===== src/rtl/div_pkg.sv =====
package div_pkg;

  // Control sequence of one division; order is the execution order.
  typedef enum logic [2:0] {
    ST_IDLE,
    ST_LOAD,    // clear partial remainder
    ST_SHIFT,   // first cycle of an iteration
    ST_ACCUM,   // second cycle of an iteration
    ST_CORR,    // add divisor back if remainder negative
    ST_SIGN,    // apply result signs, divide-by-zero value
    ST_ALIGN,   // narrow-mode sign extension
    ST_RETIRE   // publish results
  } div_state_e;

  // Cycles outside the iteration loop: load, corr, sign, align, retire.
  localparam int unsigned DIV_OVERHEAD = 5;

endpackage


===== src/rtl/div_ctrl.sv =====
module div_ctrl
  import div_pkg::*;
#(
  parameter int unsigned XLEN = 64
) (
  input  logic       clk,
  input  logic       rst_n,
  input  logic       start_i,
  input  logic       half_i,
  output div_state_e state_o,
  output logic       busy_o,
  output logic       done_o
);

  localparam int unsigned HALF = XLEN / 2;
  localparam int unsigned CW   = $clog2(XLEN + 1);

  div_state_e    state_q, state_d;
  logic [CW-1:0] iter_q, iter_d;
  logic          half_q, half_d;
  logic          done_q, done_d;
  logic [CW-1:0] last_iter;
  logic          iter_en;

  assign last_iter = half_q ? CW'(HALF - 1) : CW'(XLEN - 1);

  always_comb begin
    state_d = state_q;
    iter_d  = iter_q;
    half_d  = half_q;
    iter_en = 1'b0;
    unique case (state_q)
      ST_IDLE: begin
        if (start_i) begin
          state_d = ST_LOAD;
          half_d  = half_i;
          iter_d  = '0;
          iter_en = 1'b1;
        end
      end
      ST_LOAD:  state_d = ST_SHIFT;
      ST_SHIFT: state_d = ST_ACCUM;
      ST_ACCUM: begin
        if (iter_q == last_iter) begin
          state_d = ST_CORR;
        end else begin
          state_d = ST_SHIFT;
          iter_d  = iter_q + CW'(1);
          iter_en = 1'b1;
        end
      end
      ST_CORR:   state_d = ST_SIGN;
      ST_SIGN:   state_d = ST_ALIGN;
      ST_ALIGN:  state_d = ST_RETIRE;
      ST_RETIRE: state_d = ST_IDLE;
      default:   state_d = ST_IDLE;
    endcase
    done_d = (state_q == ST_RETIRE);
  end

  always_ff @(posedge clk or negedge rst_n) begin
    if (!rst_n) begin
      state_q <= ST_IDLE;
      iter_q  <= '0;
      half_q  <= 1'b0;
      done_q  <= 1'b0;
    end else begin
      state_q <= state_d;
      done_q  <= done_d;
      if (iter_en) begin
        iter_q <= iter_d;
      end
      if (state_q == ST_IDLE) begin
        half_q <= half_d;
      end
    end
  end

  assign state_o = state_q;
  assign busy_o  = (state_q != ST_IDLE);
  assign done_o  = done_q;

endmodule


===== src/rtl/div_operand.sv =====
module div_operand #(
  parameter int unsigned XLEN = 64
) (
  input  logic [XLEN-1:0] dividend_i,
  input  logic [XLEN-1:0] divisor_i,
  input  logic            signed_i,
  input  logic            half_i,
  output logic [XLEN-1:0] a_mag_o,
  output logic [XLEN-1:0] b_mag_o,
  output logic            neg_q_o,
  output logic            neg_r_o,
  output logic            b_zero_o
);

  localparam int unsigned HALF = XLEN / 2;

  logic [1:0][XLEN-1:0] raw;
  logic [1:0][XLEN-1:0] ext;
  logic [1:0][XLEN-1:0] mag;
  logic [1:0]           neg;

  assign raw[0] = dividend_i;
  assign raw[1] = divisor_i;

  // Same extension and magnitude path for both operands.
  for (genvar g = 0; g < 2; g++) begin : g_opnd
    logic top_bit;
    always_comb begin
      top_bit = half_i ? raw[g][HALF-1] : raw[g][XLEN-1];
      neg[g]  = signed_i & top_bit;
      if (half_i) begin
        ext[g] = {{HALF{neg[g]}}, raw[g][HALF-1:0]};
      end else begin
        ext[g] = raw[g];
      end
      mag[g] = neg[g] ? (~ext[g] + XLEN'(1)) : ext[g];
    end
  end

  assign a_mag_o  = mag[0];
  assign b_mag_o  = mag[1];
  assign neg_q_o  = neg[0] ^ neg[1];
  assign neg_r_o  = neg[0];
  assign b_zero_o = (ext[1] == '0);

endmodule


===== src/rtl/div_core.sv =====
module div_core
  import div_pkg::*;
#(
  parameter int unsigned XLEN = 64
) (
  input  logic            clk,
  input  logic            rst_n,
  input  div_state_e      state_i,
  input  logic            load_i,
  input  logic            half_i,
  input  logic [XLEN-1:0] a_mag_i,
  input  logic [XLEN-1:0] b_mag_i,
  input  logic            neg_q_i,
  input  logic            neg_r_i,
  input  logic            b_zero_i,
  output logic [XLEN-1:0] quo_o,
  output logic [XLEN-1:0] rem_o
);

  localparam int unsigned HALF = XLEN / 2;
  localparam int unsigned PW   = XLEN + 2;

  logic [PW-1:0]   p_q, p_d;
  logic [XLEN-1:0] q_q, q_d;
  logic [XLEN-1:0] d_q, d_d;
  logic            psign_q, psign_d;
  logic            half_q, negq_q, negr_q, zero_q;
  logic            reg_en;

  logic          sub;
  logic [PW-1:0] d_ext;
  logic [PW-1:0] sum;

  // One adder serves the iteration step and the final correction.
  assign sub   = (state_i == ST_ACCUM) && !psign_q;
  assign d_ext = {2'b00, d_q};
  assign sum   = p_q + (sub ? ~d_ext : d_ext) + PW'(sub);

  assign reg_en = load_i || (state_i != ST_IDLE);

  always_comb begin
    p_d     = p_q;
    q_d     = q_q;
    d_d     = d_q;
    psign_d = psign_q;
    unique case (state_i)
      ST_IDLE: begin
        if (load_i) begin
          q_d = half_i ? {a_mag_i[HALF-1:0], {HALF{1'b0}}} : a_mag_i;
          d_d = b_mag_i;
        end
      end
      ST_LOAD: begin
        p_d     = '0;
        psign_d = 1'b0;
      end
      ST_SHIFT: begin
        psign_d = p_q[PW-1];
        p_d     = {p_q[PW-2:0], q_q[XLEN-1]};
        q_d     = {q_q[XLEN-2:0], 1'b0};
      end
      ST_ACCUM: begin
        p_d    = sum;
        q_d[0] = ~sum[PW-1];
      end
      ST_CORR: begin
        if (p_q[PW-1]) begin
          p_d = sum;
        end
      end
      ST_SIGN: begin
        if (zero_q) begin
          q_d = '1;
        end else if (negq_q) begin
          q_d = ~q_q + XLEN'(1);
        end
        if (negr_q) begin
          p_d = ~p_q + PW'(1);
        end
      end
      ST_ALIGN: begin
        if (half_q) begin
          q_d = {{HALF{q_q[HALF-1]}}, q_q[HALF-1:0]};
          p_d = {{(PW - HALF){p_q[HALF-1]}}, p_q[HALF-1:0]};
        end
      end
      default: ;
    endcase
  end

  always_ff @(posedge clk or negedge rst_n) begin
    if (!rst_n) begin
      p_q     <= '0;
      q_q     <= '0;
      d_q     <= '0;
      psign_q <= 1'b0;
      half_q  <= 1'b0;
      negq_q  <= 1'b0;
      negr_q  <= 1'b0;
      zero_q  <= 1'b0;
    end else begin
      if (reg_en) begin
        p_q     <= p_d;
        q_q     <= q_d;
        d_q     <= d_d;
        psign_q <= psign_d;
      end
      if (load_i) begin
        half_q <= half_i;
        negq_q <= neg_q_i;
        negr_q <= neg_r_i;
        zero_q <= b_zero_i;
      end
    end
  end

  assign quo_o = q_q;
  assign rem_o = p_q[XLEN-1:0];

endmodule


===== src/rtl/seq_divider.sv =====
module seq_divider
  import div_pkg::*;
#(
  parameter int unsigned XLEN = 64
) (
  input  logic            clk,
  input  logic            rst_n,
  input  logic            start,
  input  logic            signed_op,
  input  logic            half_width,
  input  logic [XLEN-1:0] dividend,
  input  logic [XLEN-1:0] divisor,
  output logic            busy,
  output logic            done,
  output logic [XLEN-1:0] quotient,
  output logic [XLEN-1:0] remainder
);

  div_state_e      state;
  logic            load;
  logic [XLEN-1:0] a_mag, b_mag;
  logic            neg_q, neg_r, b_zero;
  logic [XLEN-1:0] core_quo, core_rem;
  logic [XLEN-1:0] quo_q, rem_q;
  logic            retire;

  assign load   = (state == ST_IDLE) && start;
  assign retire = (state == ST_RETIRE);

  div_ctrl #(.XLEN(XLEN)) u_ctrl (
    .clk     (clk),
    .rst_n   (rst_n),
    .start_i (start),
    .half_i  (half_width),
    .state_o (state),
    .busy_o  (busy),
    .done_o  (done)
  );

  div_operand #(.XLEN(XLEN)) u_opnd (
    .dividend_i (dividend),
    .divisor_i  (divisor),
    .signed_i   (signed_op),
    .half_i     (half_width),
    .a_mag_o    (a_mag),
    .b_mag_o    (b_mag),
    .neg_q_o    (neg_q),
    .neg_r_o    (neg_r),
    .b_zero_o   (b_zero)
  );

  div_core #(.XLEN(XLEN)) u_core (
    .clk      (clk),
    .rst_n    (rst_n),
    .state_i  (state),
    .load_i   (load),
    .half_i   (half_width),
    .a_mag_i  (a_mag),
    .b_mag_i  (b_mag),
    .neg_q_i  (neg_q),
    .neg_r_i  (neg_r),
    .b_zero_i (b_zero),
    .quo_o    (core_quo),
    .rem_o    (core_rem)
  );

  always_ff @(posedge clk or negedge rst_n) begin
    if (!rst_n) begin
      quo_q <= '0;
      rem_q <= '0;
    end else if (retire) begin
      quo_q <= core_quo;
      rem_q <= core_rem;
    end
  end

  assign quotient  = quo_q;
  assign remainder = rem_q;

endmodule


===== config.mk =====
export PLATFORM = sky130hd
export DESIGN_NAME = seq_divider
export DESIGN_NICKNAME = d
export VERILOG_FILES = /design/src/rtl/div_pkg.sv /design/src/rtl/div_ctrl.sv /design/src/rtl/div_operand.sv /design/src/rtl/div_core.sv /design/src/rtl/seq_divider.sv
export SDC_FILE = /design/constraint.sdc
export NUM_CORES = 1
export LEC_CHECK = 0
export ABC_CLOCK_PERIOD_IN_PS = 6150
export BUFFER_PORTS_ARGS = -buffer_cell sky130_fd_sc_hd__buf_2
export CORE_MARGIN = 2
export CORE_UTILIZATION = 56
export CTS_BUF_LIST = sky130_fd_sc_hd__clkbuf_2
export CTS_CLUSTER_DIAMETER = 120
export DETAILED_ROUTE_END_ITERATION = 10
export HOLD_SLACK_MARGIN = 0.02
export PLACE_DENSITY = 0.82
export SLEW_MARGIN = 20
export SYNTH_ARGS = -nofsm -noshare
export SYNTH_HDL_FRONTEND = slang
export SYNTH_SLANG_ARGS = --single-unit

===== constraint.sdc =====
create_clock -name clk -period 6.15 [get_ports clk]
set_clock_uncertainty 0.2 [all_clocks]
set_input_delay 1.23 -clock clk [delete_from_list [all_inputs] [get_ports clk]]
set_output_delay 1.23 -clock clk [all_outputs]
set_load 0.1 [all_outputs]

==> out/metrics.yaml <==
clock_tree:
  cts_setup_buffers: 0
  numCtsBuffers: 92
  clockRootBuffer: "clkbuf_2"
  path_clk_slew_ps: 100
  cts-htree-levels: 3
  clkLatencyLatePin_ps: 1140
  cts_resized: 0
  cts_tree: "built"
  clkSinkCount: 338
  clockBufferDepth: 3
synthesis:
  yosys-top-cells-count: "338 x dfrtp_1, 331 x nand2_1, 331 x o21ai_0, 263 x a21oi_1, 259 x nor2_1"
  yosys_warnings: 0
  ys_types: 86
  synth_most_common_cell: "dfrtp_1"
  ys_top_cells_by_area: "dfrtp_1 33%, o21ai_0 6.5%, xor2_1 5.7%"
  yosysTopAreaCell: "dfrtp_1"
  syn_avg_cell_area_um2: 8.195
  synth_fp_nets: 3294
  synth_ff_type: "dfrtp_1"
  synth_seq_cells: 338
  synthArstFlopShare_pct: 100.0
  synth_area_um2: 25330
  synthCells: 3091
  seq_area_frac_synth_pct: 33.39
  synth_top_area_share_pct: 33.39
  synth-edff-count: 0
timing:
  hold_violations: 0
  rsz0062_at_grt: "no"
  timing.fmax_mhz: 188.3
  min_period_over_period_pct: 86.36
  tightest_slew_ps: 1219
  fin_tns_setup_ps: 0
  relSlewSlack_pct: 18.44
  setup_viol: 0
  maxSlewViolCount: 0
  min_period_ps: 5311
  fin_ws_ps: 838.7
worst_setup_path:
  crit_type: "flop to flop"
  startpoint_type: "flop"
  worstPathArrival_ps: 6080
  cp_cell_sequence: "nand3b_1 -> buf_4 -> nor2_4 -> buf_12 -> xor2_1 -> inv_1 -> fa_1 -> nor2b_1 -> o31a_1 -> o2111ai_1 -> nand3_1 -> o2111ai_1 -> a211oi_1 -> o221ai_1 -> o31ai_1 -> xnor2_1 -> o221ai_1"
  max_stage_delay_ps: 710
  cp.buffers_inverters: 3
  crit_start: "u_ctrl.state_o[1]$_DFFE_PN0N_"
  crit_path_end_kind: "flop"
  cp_slowest_cell: "dfrtp_1"
  crit_family: "compound AO/OA/AOI/OAI gates"
  r2r_start: "u_ctrl.state_o[1]$_DFFE_PN0N_"
  worstPathMaxFanout: 21
  worstPathRequired_ps: 6920
placed_design:
  dp_slack_ps: 932.6
  place_congestion: 0.9832
  io_buffers: 262
  place_hpwl_um: 74480
routing:
  drt.antenna.violating_nets: 0
  via_per_inst: 6.700
  dr.pass1.iters: 7
  wire_per_inst_um: 24.99
  vias: 26300
  drcViolationCount: 0
  drt_wl_total_um: 98110
  drtIter0Drc: 3963
finish:
  area_delta_synth_final_pct: 10.17
  layout.nets: 3472
  layout-drive-gt1-share_pct: 18.55
  fillers: 3886
grt:
  antenna_found_initial: 4
  grt_max_degree: 111
  grt_pass1_vias: 24670
  grt_pass1_wl_um: 149000
  overflow: 0
  grt_usage_pct: 41.16
min_path:
  min-delay-start: "divisor[23]"
  hp-class: "input pin to flop"
power:
  p_comb_share_pct: 56.4
  clkPwrFrac_pct: 13.7
  irDropWorstVdd_mv: 0.2262
  cellPowerDensity_nw_per_um2: 456.0
  seqPwrFrac_pct: 29.8
  p_int_w: 0.006293
  p_leak_nw: 12.44
  p_sw_share_pct: 50.54
  fin_total_pwr_w: 0.01273
  power.switching_w: 0.006432
floorplanning:
  initial_core_util_pct: 57.03
  rows: 77
  die_y_um: 216.7
  die_width_um: 216.7
  fp.dieArea_um2: 46950
  core_um2: 44410
  io_pins: 263
run_status:
  outcome: "finished clean"
run:
  drv_cap: 0
[repair_timing]
action | in CTS | in global routing
setup endpoints to repair | 0 | 0
endpoints found under the hold margin | 100 | 0
hold buffers | 1 | 0
[metrics by stage]
step	area, um^2	util [%]	cells	hold WS, ps
2_1_floorplan	25330	-	3091	250.8
3_3_place_gp	26980	60.75	3765	261.6
3_5_place_dp	26980	60.75	3765	273.0
4_1_cts	27860	62.73	3923	162.0
5_1_grt	27900	62.83	3926	234.2
6_report	27900	62.83	3926	245.6
[cell families after synthesis]
group	after synthesis	synth area share, %
multiplexers	153	6.674
flip-flops	338	33.39
adder cells (fa/ha/maj)	70	3.487
AND/OR/NAND/NOR	984	18.33
AO/OA/AOI/OAI	983	24.07
buffers and inverters	276	4.120
XOR/XNOR	287	9.924
[state kept, by name (all words and copies together), names as in the netlist]
register        cells
u_core.p_q         66
quotient           64
remainder          64
u_core.d_q         64
u_core.quo_o       64
u_ctrl.iter_q       7
u_ctrl.state_o      3
u_core.half_q       1
u_core.negq_q       1
u_core.negr_q       1
u_core.psign_q      1
u_core.zero_q       1
u_ctrl.done_o       1
[metal layers]
metal / routed length (um) / vias up / part of all wire (%) / global-route usage (%)
li1: - / 11680 / - / -
met1: 40960 / 12680 / 42 / 57.40
met2: 42200 / 1663 / 43 / 61.21
met3: 10760 / 277 / 11 / 9.361
met4: 4169 / 2 / 4.2 / 17.92
met5: 13 / - / 0.013 / 0
[tightest hold or removal path, delay by kind of cell]
kind                      cells  cell delay [ps]
buffers and inverters         1              100
xor gates and xnor gates      1              100
AOI/OAI and AO/OA             1               60
[power by group through the flow]
stage               combinational (W)  sequential, W  clock, W
global placement              0.00690        0.00375         0
floorplan                     0.00537        0.00324         0
CTS                           0.00702        0.00373   0.00177
finish                        0.00718        0.00380   0.00175
global route                  0.00783        0.00385   0.00187
detailed placement            0.00698        0.00378         0
[cells in the final DEF (no fill, tap or decap), types with 37 or more instances in the layout]
master	count
a21o_1	37
a21oi_1	263
a221oi_1	38
a31oi_1	42
buf_2	261
buf_4	41
clkbuf_2	122
dfrtp_1	338
ha_1	69
inv_1	50
mux2_2	127
nand2_1	328
nand3_1	47
nor2_1	257
nor3_1	93
nor4_1	53
o21ai_0	330
or3_1	43
xnor2_1	121
xor2_1	166
[cell type report]
cell class / instances / area, um^2 / area share (%)
flip-flops and latches: 338 / 8458 / 30.31
multi-input cells: 2477 / 15890 / 56.96
diodes: 2 / 5.005 / 0.01794
repair buffers: 309 / 1747 / 6.260
clock buffers: 122 / 610.6 / 2.188
inverters: 51 / 193.9 / 0.6950
clock inverters: 35 / 255.2 / 0.9147
well taps: 592 / 740.7 / 2.654
[final timing paths]
kind / to / slack, ps / cells after the start
hold reg to reg: quotient[54]$_DFFE_PN0P_ / 290 / 2
hold / removal: u_core.d_q[23]$_DFFE_PN0P_ / 250 / 3
setup reg to reg: u_core.p_q[64]$_DFFE_PN0P_ / 840 / 17
setup / recovery: u_core.p_q[64]$_DFFE_PN0P_ / 840 / 17
max in group asynchronous: u_core.quo_o[27]$_DFFE_PN0P_ / 3910 / 3
min in group asynchronous: u_core.d_q[26]$_DFFE_PN0P_ / 570 / 2
(Power assumes the default switching activity.)
